[src/rtl/wdt_pkg.sv]
package wdt_pkg;

  localparam logic [1:0] ADDR_MODE   = 2'd0;
  localparam logic [1:0] ADDR_RELOAD = 2'd1;
  localparam logic [1:0] ADDR_FEED   = 2'd2;
  localparam logic [1:0] ADDR_COUNT  = 2'd3;

  localparam logic [7:0] FEED_FIRST  = 8'hAA;
  localparam logic [7:0] FEED_SECOND = 8'h55;

  localparam int MODE_EN_BIT  = 0;
  localparam int MODE_RST_BIT = 1;
  localparam int MODE_TOF_BIT = 2;
  localparam int MODE_IRQ_BIT = 3;
  localparam int MODE_W       = 4;

  typedef enum logic {
    FEED_IDLE = 1'b0,
    FEED_HALF = 1'b1
  } feedState_t;

  typedef struct packed {
    logic loadCnt;
    logic decCnt;
    logic wrReload;
  } dpStrobe_t;

endpackage

[src/rtl/wdt_dp.sv]
module wdt_dp
  import wdt_pkg::*;
#(
  parameter int DATA_W = 32,
  parameter logic [DATA_W-1:0] RELOAD_INIT = 255
) (
  input  logic              clk,
  input  logic              rstN,
  input  dpStrobe_t         strobe,
  input  logic [DATA_W-1:0] wrData,
  output logic [DATA_W-1:0] cntValue,
  output logic [DATA_W-1:0] reloadValue,
  output logic              cntZero
);

  localparam logic [DATA_W-1:0] ONE = {{(DATA_W-1){1'b0}}, 1'b1};

  logic [DATA_W-1:0] reloadQ;
  logic [DATA_W-1:0] cntQ;

  always_ff @(posedge clk) begin
    if (!rstN) begin
      reloadQ <= RELOAD_INIT;
    end else if (strobe.wrReload) begin
      reloadQ <= wrData;
    end
  end

  always_ff @(posedge clk) begin
    if (!rstN) begin
      cntQ <= RELOAD_INIT;
    end else if (strobe.loadCnt) begin
      cntQ <= reloadQ;
    end else if (strobe.decCnt) begin
      cntQ <= cntQ - ONE;
    end
  end

  assign cntZero     = (cntQ == '0);
  assign cntValue    = cntQ;
  assign reloadValue = reloadQ;


  load_chk: assert property (@(posedge clk) disable iff (!rstN)
    strobe.loadCnt |=> (cntQ == $past(reloadQ)));


  dec_chk: assert property (@(posedge clk) disable iff (!rstN)
    (strobe.decCnt && !strobe.loadCnt) |=> (cntQ == $past(cntQ) - ONE));

endmodule

[src/rtl/wdt_ctrl.sv]
module wdt_ctrl
  import wdt_pkg::*;
(
  input  logic              clk,
  input  logic              rstN,
  input  logic              busWe,
  input  logic              busRe,
  input  logic [1:0]        busAddr,
  input  logic [7:0]        wrByte,
  input  logic              cntZero,
  input  logic              dbgMode,
  output dpStrobe_t         strobe,
  output logic [MODE_W-1:0] modeBits,
  output logic              wdReset,
  output logic              wdIrq
);

  feedState_t feedSt, feedNext;
  logic enBit, rstSelBit, tofBit, irqFlag;
  logic armed, rstSelLive, rstPulseQ;
  logic feedGood, feedBad, anyAccess, feedWr;
  logic expire, fault, wdEvent;

  assign anyAccess = busWe | busRe;
  assign feedWr    = busWe && (busAddr == ADDR_FEED);

  always_comb begin
    feedNext = feedSt;
    feedGood = 1'b0;
    feedBad  = 1'b0;
    case (feedSt)
      FEED_IDLE: begin
        if (feedWr) begin
          if (wrByte == FEED_FIRST) feedNext = FEED_HALF;
          else                      feedBad  = 1'b1;
        end
      end
      FEED_HALF: begin
        if (feedWr && (wrByte == FEED_SECOND)) begin
          feedGood = 1'b1;
          feedNext = FEED_IDLE;
        end else if (anyAccess) begin
          feedBad  = 1'b1;
          feedNext = FEED_IDLE;
        end
      end
      default: feedNext = FEED_IDLE;
    endcase
  end

  assign expire  = armed && cntZero;
  assign fault   = armed && feedBad;
  assign wdEvent = expire | fault;

  always_comb begin
    strobe          = '0;
    strobe.loadCnt  = feedGood && !wdEvent;
    strobe.decCnt   = armed && !cntZero;
    strobe.wrReload = busWe && (busAddr == ADDR_RELOAD);
  end

  always_ff @(posedge clk) begin
    if (!rstN) begin
      feedSt     <= FEED_IDLE;
      enBit      <= 1'b0;
      rstSelBit  <= 1'b0;
      tofBit     <= 1'b0;
      irqFlag    <= 1'b0;
      armed      <= 1'b0;
      rstSelLive <= 1'b0;
      rstPulseQ  <= 1'b0;
    end else begin
      feedSt    <= wdEvent ? FEED_IDLE : feedNext;
      rstPulseQ <= 1'b0;
      if (busWe && (busAddr == ADDR_MODE)) begin
        enBit     <= enBit | wrByte[MODE_EN_BIT];
        rstSelBit <= wrByte[MODE_RST_BIT];
        if (wrByte[MODE_TOF_BIT]) tofBit <= 1'b0;
      end
      if (strobe.loadCnt) begin
        armed      <= enBit;
        rstSelLive <= rstSelBit;
      end
      if (wdEvent) begin
        armed     <= 1'b0;
        enBit     <= 1'b0;
        tofBit    <= 1'b1;
        rstPulseQ <= rstSelLive && !dbgMode;
        if (!rstSelLive) irqFlag <= 1'b1;
      end
    end
  end

  assign modeBits = {irqFlag, tofBit, rstSelBit, enBit};
  assign wdReset  = rstPulseQ;
  assign wdIrq    = irqFlag;


  pulse_width_chk: assert property (@(posedge clk) disable iff (!rstN)
    wdReset |=> !wdReset);


  irq_hold_chk: assert property (@(posedge clk) disable iff (!rstN)
    wdIrq |=> wdIrq);


  dbg_block_chk: assert property (@(posedge clk) disable iff (!rstN)
    wdReset |-> $past(!dbgMode));


  tof_with_pulse_chk: assert property (@(posedge clk) disable iff (!rstN)
    wdReset |-> tofBit);


  arm_only_by_feed_chk: assert property (@(posedge clk) disable iff (!rstN)
    $rose(armed) |-> $past(feedGood));


  en_sticky_chk: assert property (@(posedge clk) disable iff (!rstN)
    (enBit && !wdEvent) |=> enBit);

endmodule

[src/rtl/feed_watchdog.sv]
module feed_watchdog
  import wdt_pkg::*;
#(
  parameter int DATA_W = 32,
  parameter logic [DATA_W-1:0] RELOAD_INIT = 255
) (
  input  logic              clk,
  input  logic              rstN,
  input  logic              busWe,
  input  logic              busRe,
  input  logic [1:0]        busAddr,
  input  logic [DATA_W-1:0] busWdata,
  output logic [DATA_W-1:0] busRdata,
  input  logic              dbgMode,
  output logic              wdReset,
  output logic              wdIrq
);

  localparam int PAD_W = DATA_W - MODE_W;

  dpStrobe_t         strobe;
  logic [MODE_W-1:0] modeBits;
  logic [DATA_W-1:0] cntValue, reloadValue;
  logic              cntZero;

  wdt_ctrl ctrl_i (
    .clk      (clk),
    .rstN     (rstN),
    .busWe    (busWe),
    .busRe    (busRe),
    .busAddr  (busAddr),
    .wrByte   (busWdata[7:0]),
    .cntZero  (cntZero),
    .dbgMode  (dbgMode),
    .strobe   (strobe),
    .modeBits (modeBits),
    .wdReset  (wdReset),
    .wdIrq    (wdIrq)
  );

  wdt_dp #(.DATA_W(DATA_W), .RELOAD_INIT(RELOAD_INIT)) dp_i (
    .clk         (clk),
    .rstN        (rstN),
    .strobe      (strobe),
    .wrData      (busWdata),
    .cntValue    (cntValue),
    .reloadValue (reloadValue),
    .cntZero     (cntZero)
  );

  always_comb begin
    case (busAddr)
      ADDR_MODE:   busRdata = {{PAD_W{1'b0}}, modeBits};
      ADDR_RELOAD: busRdata = reloadValue;
      ADDR_COUNT:  busRdata = cntValue;
      default:     busRdata = '0;
    endcase
  end

endmodule

[config.mk]
export PLATFORM = sky130hd
export DESIGN_NAME = feed_watchdog
export DESIGN_NICKNAME = d
export VERILOG_FILES = /design/src/rtl/wdt_pkg.sv /design/src/rtl/wdt_dp.sv /design/src/rtl/wdt_ctrl.sv /design/src/rtl/feed_watchdog.sv
export SDC_FILE = /design/constraint.sdc
export NUM_CORES = 1
export LEC_CHECK = 0
export BUFFER_PORTS_ARGS = -buffer_cell sky130_fd_sc_hd__buf_2
export CORE_MARGIN = 2
export CORE_UTILIZATION = 30
export CTS_BUF_LIST = sky130_fd_sc_hd__clkbuf_4
export CTS_CLUSTER_SIZE = 10
export DETAILED_ROUTE_END_ITERATION = 10
export GPL_ROUTABILITY_DRIVEN = 0
export GPL_TIMING_DRIVEN = 0
export SLEW_MARGIN = 15
export SYNTH_ARGS = -nofsm -noshare
export SYNTH_HDL_FRONTEND = slang
export SYNTH_SLANG_ARGS = --single-unit
[constraint.sdc]
create_clock -name clk -period 4.5 [get_ports clk]
set_clock_uncertainty 0.2 [all_clocks]
set_input_delay 0.9 -clock clk [delete_from_list [all_inputs] [get_ports clk]]
set_output_delay 0.9 -clock clk [all_outputs]
set_load 0.02 [all_outputs]
**Word-level counts from Yosys, hierarchy flattened**

Index checks and enable logic that the tools add are counted.

- $add $sub $neg: 1
- Equal/unequal tests: 5
- Multiplexer cells: 18
- Bitwise gates (word level): 6
- Reductions and logical operators: 21

Operator list:

| operator | number |
|---|---|
| 32-bit case mux with 3 select lines | 1 |
| 32-bit 2-to-1 mux | 2 |
| 32-bit zero test | 1 |
| 32-bit by 1-bit subtractor with 32-bit output, second input constant | 1 |
| 1-bit 2-to-1 mux | 13 |
| 1-bit logical AND | 9 |
| 8-bit by 7-bit equality test with 1-bit output, second input constant | 1 |
| 8-bit equality test, second input constant | 1 |
| 2-bit AND reduction | 3 |
| 2-bit nonzero test | 3 |
| 2-bit equality test, second input constant | 2 |
| 1-bit case mux with 2 select lines | 2 |
| 1-bit zero test | 3 |
| 1-bit inverter | 3 |
| 1-bit OR | 3 |
| 2-bit by 1-bit equality test with 1-bit output, second input constant | 1 |
| 2-bit zero test | 1 |
| 2-bit OR reduction | 1 |

- Register bits after elaboration: 72
- Word-level logic and storage cells: 61

**Logic depth before layout (Yosys ltp)**

Gate-level depths: netlist of the first run.

- Depth in word-level cells: 10
- Mapped depth: 9
- Depth with buffers taken out: 7

**Hierarchy**

Synthesis of the first run repeated with hierarchy kept, for this count alone.

- Cell total of the unflattened synthesis: 440
- Area total of the unflattened synthesis: 4037.6 um^2

Modules (own cells, without submodules):

| module | instances | cells an instance | area an instance (um^2) |
|---|---|---|---|
| wdt_dp | 1 | 311 | 2922.8 |
| feed_watchdog | 1 | 76 | 618.1 |
| wdt_ctrl | 1 | 53 | 496.7 |

**Least setup slack after synthesis of the first run**

No wires, ideal clock.

- Kind: input -> output
- Start point: input port busAddr[1]
- End point: output port busRdata[10]
- Arrival: 2.222 ns
- Data required time: 3.400 ns
- Path slack: 1.178 ns
- Stages on the path: 4
- Cells stage by stage: buf_1 -> clkbuf_1 -> mux2i_1 -> nor2b_1

- Word-level cells in the longest chain between the ends: 2
- Elaborated cells between the ends (all ways): 4
- Classes of those cells: eq/ne: 2; mux: 1; reduce/logical: 1

Ends and longest elaborated chain:

| what | RTL line | source |
|---|---|---|
| start, declared | feed_watchdog.sv:11 | `input logic [1:0] busAddr,` |
| 2-bit equality test (tied with other cells) | feed_watchdog.sv:52 | `case (busAddr)` |
| 32-bit case mux with 3 select lines * | feed_watchdog.sv:52 |  |
| end, declared | feed_watchdog.sv:13 | `output logic [DATA_W-1:0] busRdata,` |

Every way passes the cells marked *; elsewhere a longest branch is shown, timed or not.

**Final worst setup path of the first run**

- Start point: input port busAddr[1]
- End point: output port busRdata[9]

Same word-level chain as after synthesis.

==> impl_metrics.py, run 1 <==
metrics = {
    "run_status": {
        "outcome": "completed",
    },
    "synth": {
        "async_flop_share_pct": 0,
        "synth-edff-count": 0,
        "synth_cells": 580,
        "seq_area_frac_synth_pct": 33.4,
        "synth_cell_types": 52,
        "yosysWarningCount": 0,
        "synth_flop_cell": "dfxtp_1",
        "synth_area_um2": 4310,
        "ys_ff_latch": 72,
        "syn_area_per_cell_um2": 7.44,
        "syn_nets": 620,
    },
    "critical_path": {
        "worstPathRequired_ns": 3.40,
        "crit_chain": "buf_2 -> buf_1 -> clkbuf_1 -> mux2i_1 -> nor2b_1 -> buf_2",
        "critPathMaxStageDelay_ns": 0.74,
        "cp_max_fo": 10,
        "crit_buf_inv": 4,
        "worstSetupStartpointType": "input port",
        "slowest_stage": "clkbuf_1",
        "cp_top_family": "buffers and inverters",
        "crit_top_cell": "buf_2",
        "rrSetupSlack_ns": 1.06,
        "worstSetupEndpointType": "primary output",
        "path_class": "input port to primary output",
        "cp_data_arrival_time_ns": 2.94,
    },
    "clock_network": {
        "clock_latency_ns": 0.45,
        "clock_path_buffers": 2,
        "cts_tree": "built",
        "post_cts_resize_count": 0,
        "root_buffer": "clkbuf_4",
        "numCtsBuffers": 9,
        "htreeDepth": 3,
        "cts_hold_buf": 0,
        "path_clk_slew_ns": 0.13,
        "post_cts_buffers": 0,
        "clock_sinks": 72,
    },
    "sta": {
        "setup_viol": 0,
        "rsz0062_at_grt": "no",
        "worst_slew_pin_slew_ns": 0.970,
        "fin_crit_ns": 4.04,
        "hold_violations": 0,
        "slew_viol_final": 0,
        "setup_slack_ns": 0.456,
        "fmax_mhz": 247,
        "fin_crit_sh_pct": 89.9,
        "setup_tns_ns": 0,
        "slew_headroom_pct": 34.8,
    },
    "die": {
        "initial_core_util_pct": 30.8,
        "rows": 43,
        "die-area_um2": 15400,
        "io_pins": 73,
        "die_h_um": 124,
        "core_region_area_um2": 14000,
        "die_x_um": 124,
    },
    "detailed_routing": {
        "routed_via_density": 5.58,
        "first_iter_violations": 393,
        "remaining_drc_errors": 0,
        "vias": 4734,
        "wirelength_um": 15700,
        "wl_per_cell_um": 18.5,
        "drt_first_pass_iters": 5,
        "ant_nets": 0,
    },
    "global_routing": {
        "use_met1_pct": 27.0,
        "grt_pass1_vias": 4409,
        "gr-usage-met2_pct": 32.2,
        "globalRouteMet3Util_pct": 4.03,
        "grt_max_degree": 13,
        "grt_pass1_wl_um": 24200,
        "grt_antenna_before_repair": 1,
        "grt_busiest_layer": "met2",
        "grt-ovfl-total": 0,
        "track_usage_pct": 20.6,
    },
    "finish": {
        "final_cell_area_um2": 5070,
        "area_growth_syn_to_layout_pct": 17.6,
        "layout_commonest_cell": "nand2_1",
        "drive_gt1_share_pct": 14.4,
        "fin_nets": 702,
        "final_cell_mix": "nand2_1 (100), buf_2 (75), dfxtp_1 (72)",
        "fill_cells": 1552,
        "postLayoutCoreUtil_pct": 36.3,
    },
    "placement": {
        "dp_slack_ns": 0.451,
        "postPlaceCellArea_um2": 4890,
        "place_hpwl_um": 11300,
        "port_buffers": 71,
    },
    "pwr": {
        "power_density_nw_per_um2": 258,
        "ir_drop_mv": 0.140,
        "leakage_nw": 1.96,
    },
    "worst_hold_path": {
        "hold_path.class": "flip-flop to flip-flop",
    },
    "run": {
        "cap_violations": 0,
    },
}
synthesized netlist by cell type (all sizes together) (2+ instances only):
cell type,number,area (um^2)
a22oi,3,22.5
a41oi,5,43.8
or2,2,12.5
nor3b,3,22.5
or4bb,2,22.5
nor4,14,93.8
nor4bb,2,20.0
nand2b,9,56.3
nor2b,30,188
nand3b,2,15.0
o311ai,2,17.5
o22ai,3,18.8
nand3,32,160
a21oi,63,319
nor2,21,78.8
a31oi,6,37.5
a311oi,2,17.5
and2,5,31.3
inv,4,15.0
and3,2,12.5
and4,2,17.5
nor4b,2,17.5
or4,6,45.0
or3,3,18.8
mux2i,34,340
a211oi,6,45.0
nand4,13,81.3
o21a,4,30.0
nand2,100,375
nand4b,4,35.0
a211o,2,17.5
clkbuf,37,139
dfxtp,72,1440
o211ai,4,30.0
a21o,11,82.6
nor3,17,85.1
o41ai,2,17.5
o21ai,31,155
buf,10,65.1
through the flow:
| stage | power, mW | cells | hold slack [ns] |
|---|---|---|---|
| 3_5_place_dp | 0.795 | 831 | 0.263 |
| 4_1_cts | 1.32 | 847 | 0.273 |
| 2_1_floorplan | 0.739 | 580 | 0.223 |
| 3_3_place_gp | 0.795 | 831 | 0.256 |
| 6_report | 1.31 | 848 | 0.276 |
| 5_1_grt | 1.36 | 848 | 0.289 |
where the power goes:
| group | switching (mW) | internal, mW |
|---|---|---|
| sequential | 0.00985 | 0.649 |
| combinational | 0.0767 | 0.0459 |
| clock | 0.254 | 0.277 |
| total | 0.340 | 0.971 |
path summary, 6_finish.rpt:
check,startpoint,end,cells after the start
max,busAddr[1],busRdata[9],6
min,ctrl_i.enBit,ctrl_i.armed,2
max reg2reg,ctrl_i.feedSt,dp_i.cntValue[22],8
min reg2reg,ctrl_i.enBit,ctrl_i.armed,2
state kept, by name, indices dropped and copies added, names as in the netlist:
register           cells
dp_i.reloadValue      32
ctrl_i.enBit           1
ctrl_i.feedSt          1
ctrl_i.armed           1
ctrl_i.wdIrq           1
ctrl_i.tofBit          1
ctrl_i.rstSelLive      1
dp_i.cntValue         32
ctrl_i.rstSelBit       1
ctrl_i.wdReset         1
kinds of logic (layout without fill, tap and decap cells):
group,Yosys count,in the layout,share of synthesized area (%)
compound gates,149,149,20.8
fa+ha+maj,1,1,0.290
buf+inv,52,139,5.16
flops,72,72,33.4
mux,34,34,7.89
other cells,0,1,0
simple gates,272,272,32.4
area by class of cell:
class / instances / area, um^2 / area share [%]
Antenna cell: 1 / 2.50 / 0.0493
Clock buffer: 9 / 67.6 / 1.33
Timing Repair Buffer: 71 / 355 / 7.00
Inverter: 5 / 18.8 / 0.370
Buffer: 47 / 204 / 4.02
Tap cell: 180 / 225 / 4.44
Multi-Input combinational cell: 456 / 2650 / 52.2
Clock inverter: 7 / 110 / 2.17
Sequential cell: 72 / 1440 / 28.4
per-layer routing:
metal	up-vias	share of wire (%)	wire, um
met5	-	0	0
met4	0	4.2	663
met3	53	8.1	1270
met2	225	44	6930
met1	2185	43	6810
li1	2271	-	-
tightest hold or removal path, stage by stage, from the launching register on:
cell	delay, ns
dfxtp_1	0.35
nand2_1	0.06
a21oi_1	0.05
Power figures use the tool's default switching activity.
==> run 2, diff against run 1 <==
Settings changed: RECOVER_POWER from default to 25.
==> impl_metrics.py, run 2 (synthesized netlist as in run 1, its figures left out) <==
metrics = {
    "critical_path": {
        "path_class": "input port to primary output",
        "worstSetupStartpointType": "input port",
        "reg2reg_depth": 8,
        "crit_buf_inv": 4,
        "cp_data_arrival_time_ns": 2.95,
        "cp_top_family": "buffers and inverters",
        "crit_chain": "buf_2 -> buf_1 -> clkbuf_1 -> mux2i_1 -> nor2b_1 -> buf_2",
        "cp_max_fo": 10,
        "worstSetupEndpointType": "primary output",
        "critPathMaxStageDelay_ns": 0.74,
        "crit_top_cell": "buf_2",
        "worst-path-stages": 6,
        "slowest_stage": "clkbuf_1",
        "worstPathRequired_ns": 3.40,
    },
    "clock_network": {
        "root_buffer": "clkbuf_4",
        "cts_hold_buf": 0,
        "post_cts_buffers": 0,
        "numCtsBuffers": 9,
        "clock_latency_ns": 0.45,
        "clock_path_buffers": 2,
        "clock_sinks": 72,
        "path_clk_slew_ns": 0.13,
        "htreeDepth": 3,
        "post_cts_resize_count": 0,
        "cts_tree": "built",
    },
    "finish": {
        "drive_gt1_share_pct": 13.9,
        "fin_nets": 702,
        "layout_commonest_cell": "nand2_1",
        "final_cell_mix": "nand2_1 (100), buf_2 (72), dfxtp_1 (72)",
        "area_growth_syn_to_layout_pct": 17.6,
        "fin_cells": 848,
        "fill_cells": 1555,
    },
    "sta": {
        "hold_violations": 0,
        "fmax_mhz": 247,
        "rsz0062_at_grt": "no",
        "slew_headroom_pct": 35.3,
        "setup_viol": 0,
        "slew_viol_final": 0,
        "setup_tns_ns": 0,
        "fin_crit_ns": 4.05,
        "holdWs_ns": 0.277,
        "fin_crit_sh_pct": 89.9,
        "worst_slew_pin_slew_ns": 0.963,
    },
    "global_routing": {
        "grt_antenna_before_repair": 1,
        "grt_pass1_vias": 4409,
        "grt_pass1_wl_um": 24200,
        "track_usage_pct": 20.6,
        "grt-ovfl-total": 0,
        "grt_max_degree": 13,
    },
    "run_status": {
        "outcome": "completed",
    },
    "detailed_routing": {
        "remaining_drc_errors": 0,
        "routed_via_density": 5.58,
        "wl_per_cell_um": 18.5,
        "ant_nets": 0,
        "vias": 4732,
        "wirelength_um": 15700,
        "first_iter_violations": 393,
        "drt_first_pass_iters": 6,
    },
    "die": {
        "core_region_area_um2": 14000,
        "die-area_um2": 15400,
        "initial_core_util_pct": 30.8,
        "rows": 43,
        "die_h_um": 124,
        "io_pins": 73,
        "die_x_um": 124,
    },
    "pwr": {
        "leakage_nw": 1.95,
        "power_density_nw_per_um2": 258,
        "ir_drop_mv": 0.140,
    },
    "run": {
        "cap_violations": 0,
    },
    "placement": {
        "port_buffers": 71,
        "place_hpwl_um": 11300,
        "placed_cells": 831,
    },
    "worst_hold_path": {
        "hold_path.class": "flip-flop to flip-flop",
        "hold_depth": 2,
    },
}
## run 2: changes by cell type in the layout (fill, tap and decap cells not counted)
cell and change:
buf_2 -3, clkbuf_1 +3
## run 2: worst paths after layout
check / startpoint / slack, ns / to
worst max-delay path: busAddr[1] / 0.45 / busRdata[9]
worst min-delay path: ctrl_i.enBit / 0.28 / ctrl_i.armed
worst max register to register: ctrl_i.feedSt / 1.06 / dp_i.cntValue[22]
worst min register to register: ctrl_i.enBit / 0.28 / ctrl_i.armed
## run 2: worst min-delay path, cell delays in order (launching register included)
cell     delay, ns
dfxtp_1       0.35
nand2_1       0.06
a21oi_1       0.05
## run 2: area by class of cell
class | count | area [um^2] | share of cell area, %
repair buffers | 71 | 352 | 6.93
well taps | 180 | 225 | 4.44
flip-flops and latches | 72 | 1440 | 28.4
plain buffers | 47 | 204 | 4.02
diodes | 1 | 2.50 | 0.0494
inverters | 5 | 18.8 | 0.370
multi-input cells | 456 | 2650 | 52.2
clock buffers | 9 | 67.6 | 1.33
clock inverters | 7 | 110 | 2.17
## run 2: metal layers
metal	GRT usage (%)	up-vias	part of all wire, %
li1	-	2271	-
met1	27.0	2163	43
met2	32.2	245	44
met3	4.03	53	8.4
met4	10.5	0	4.3
met5	0	-	0
## run 2: where the power goes
| group | leakage, nW | total [mW] | internal [mW] | switching [mW] |
|---|---|---|---|---|
| combinational | 1.27 | 0.123 | 0.0458 | 0.0768 |
| clock | 0.0910 | 0.529 | 0.277 | 0.253 |
| sequential | 0.583 | 0.659 | 0.649 | 0.00983 |
## run 2: stage by stage
step                power [mW]  cell area, um^2  utilization, %  worst slack, ns
global route              1.36             5070            36.2            0.375
CTS                       1.32             5070            36.3            0.442
finish                    1.31             5070            36.2            0.453
global placement         0.795             4890            35.0            0.436
floorplan                0.739             4310               -             1.18
detailed placement       0.795             4890            35.0            0.451
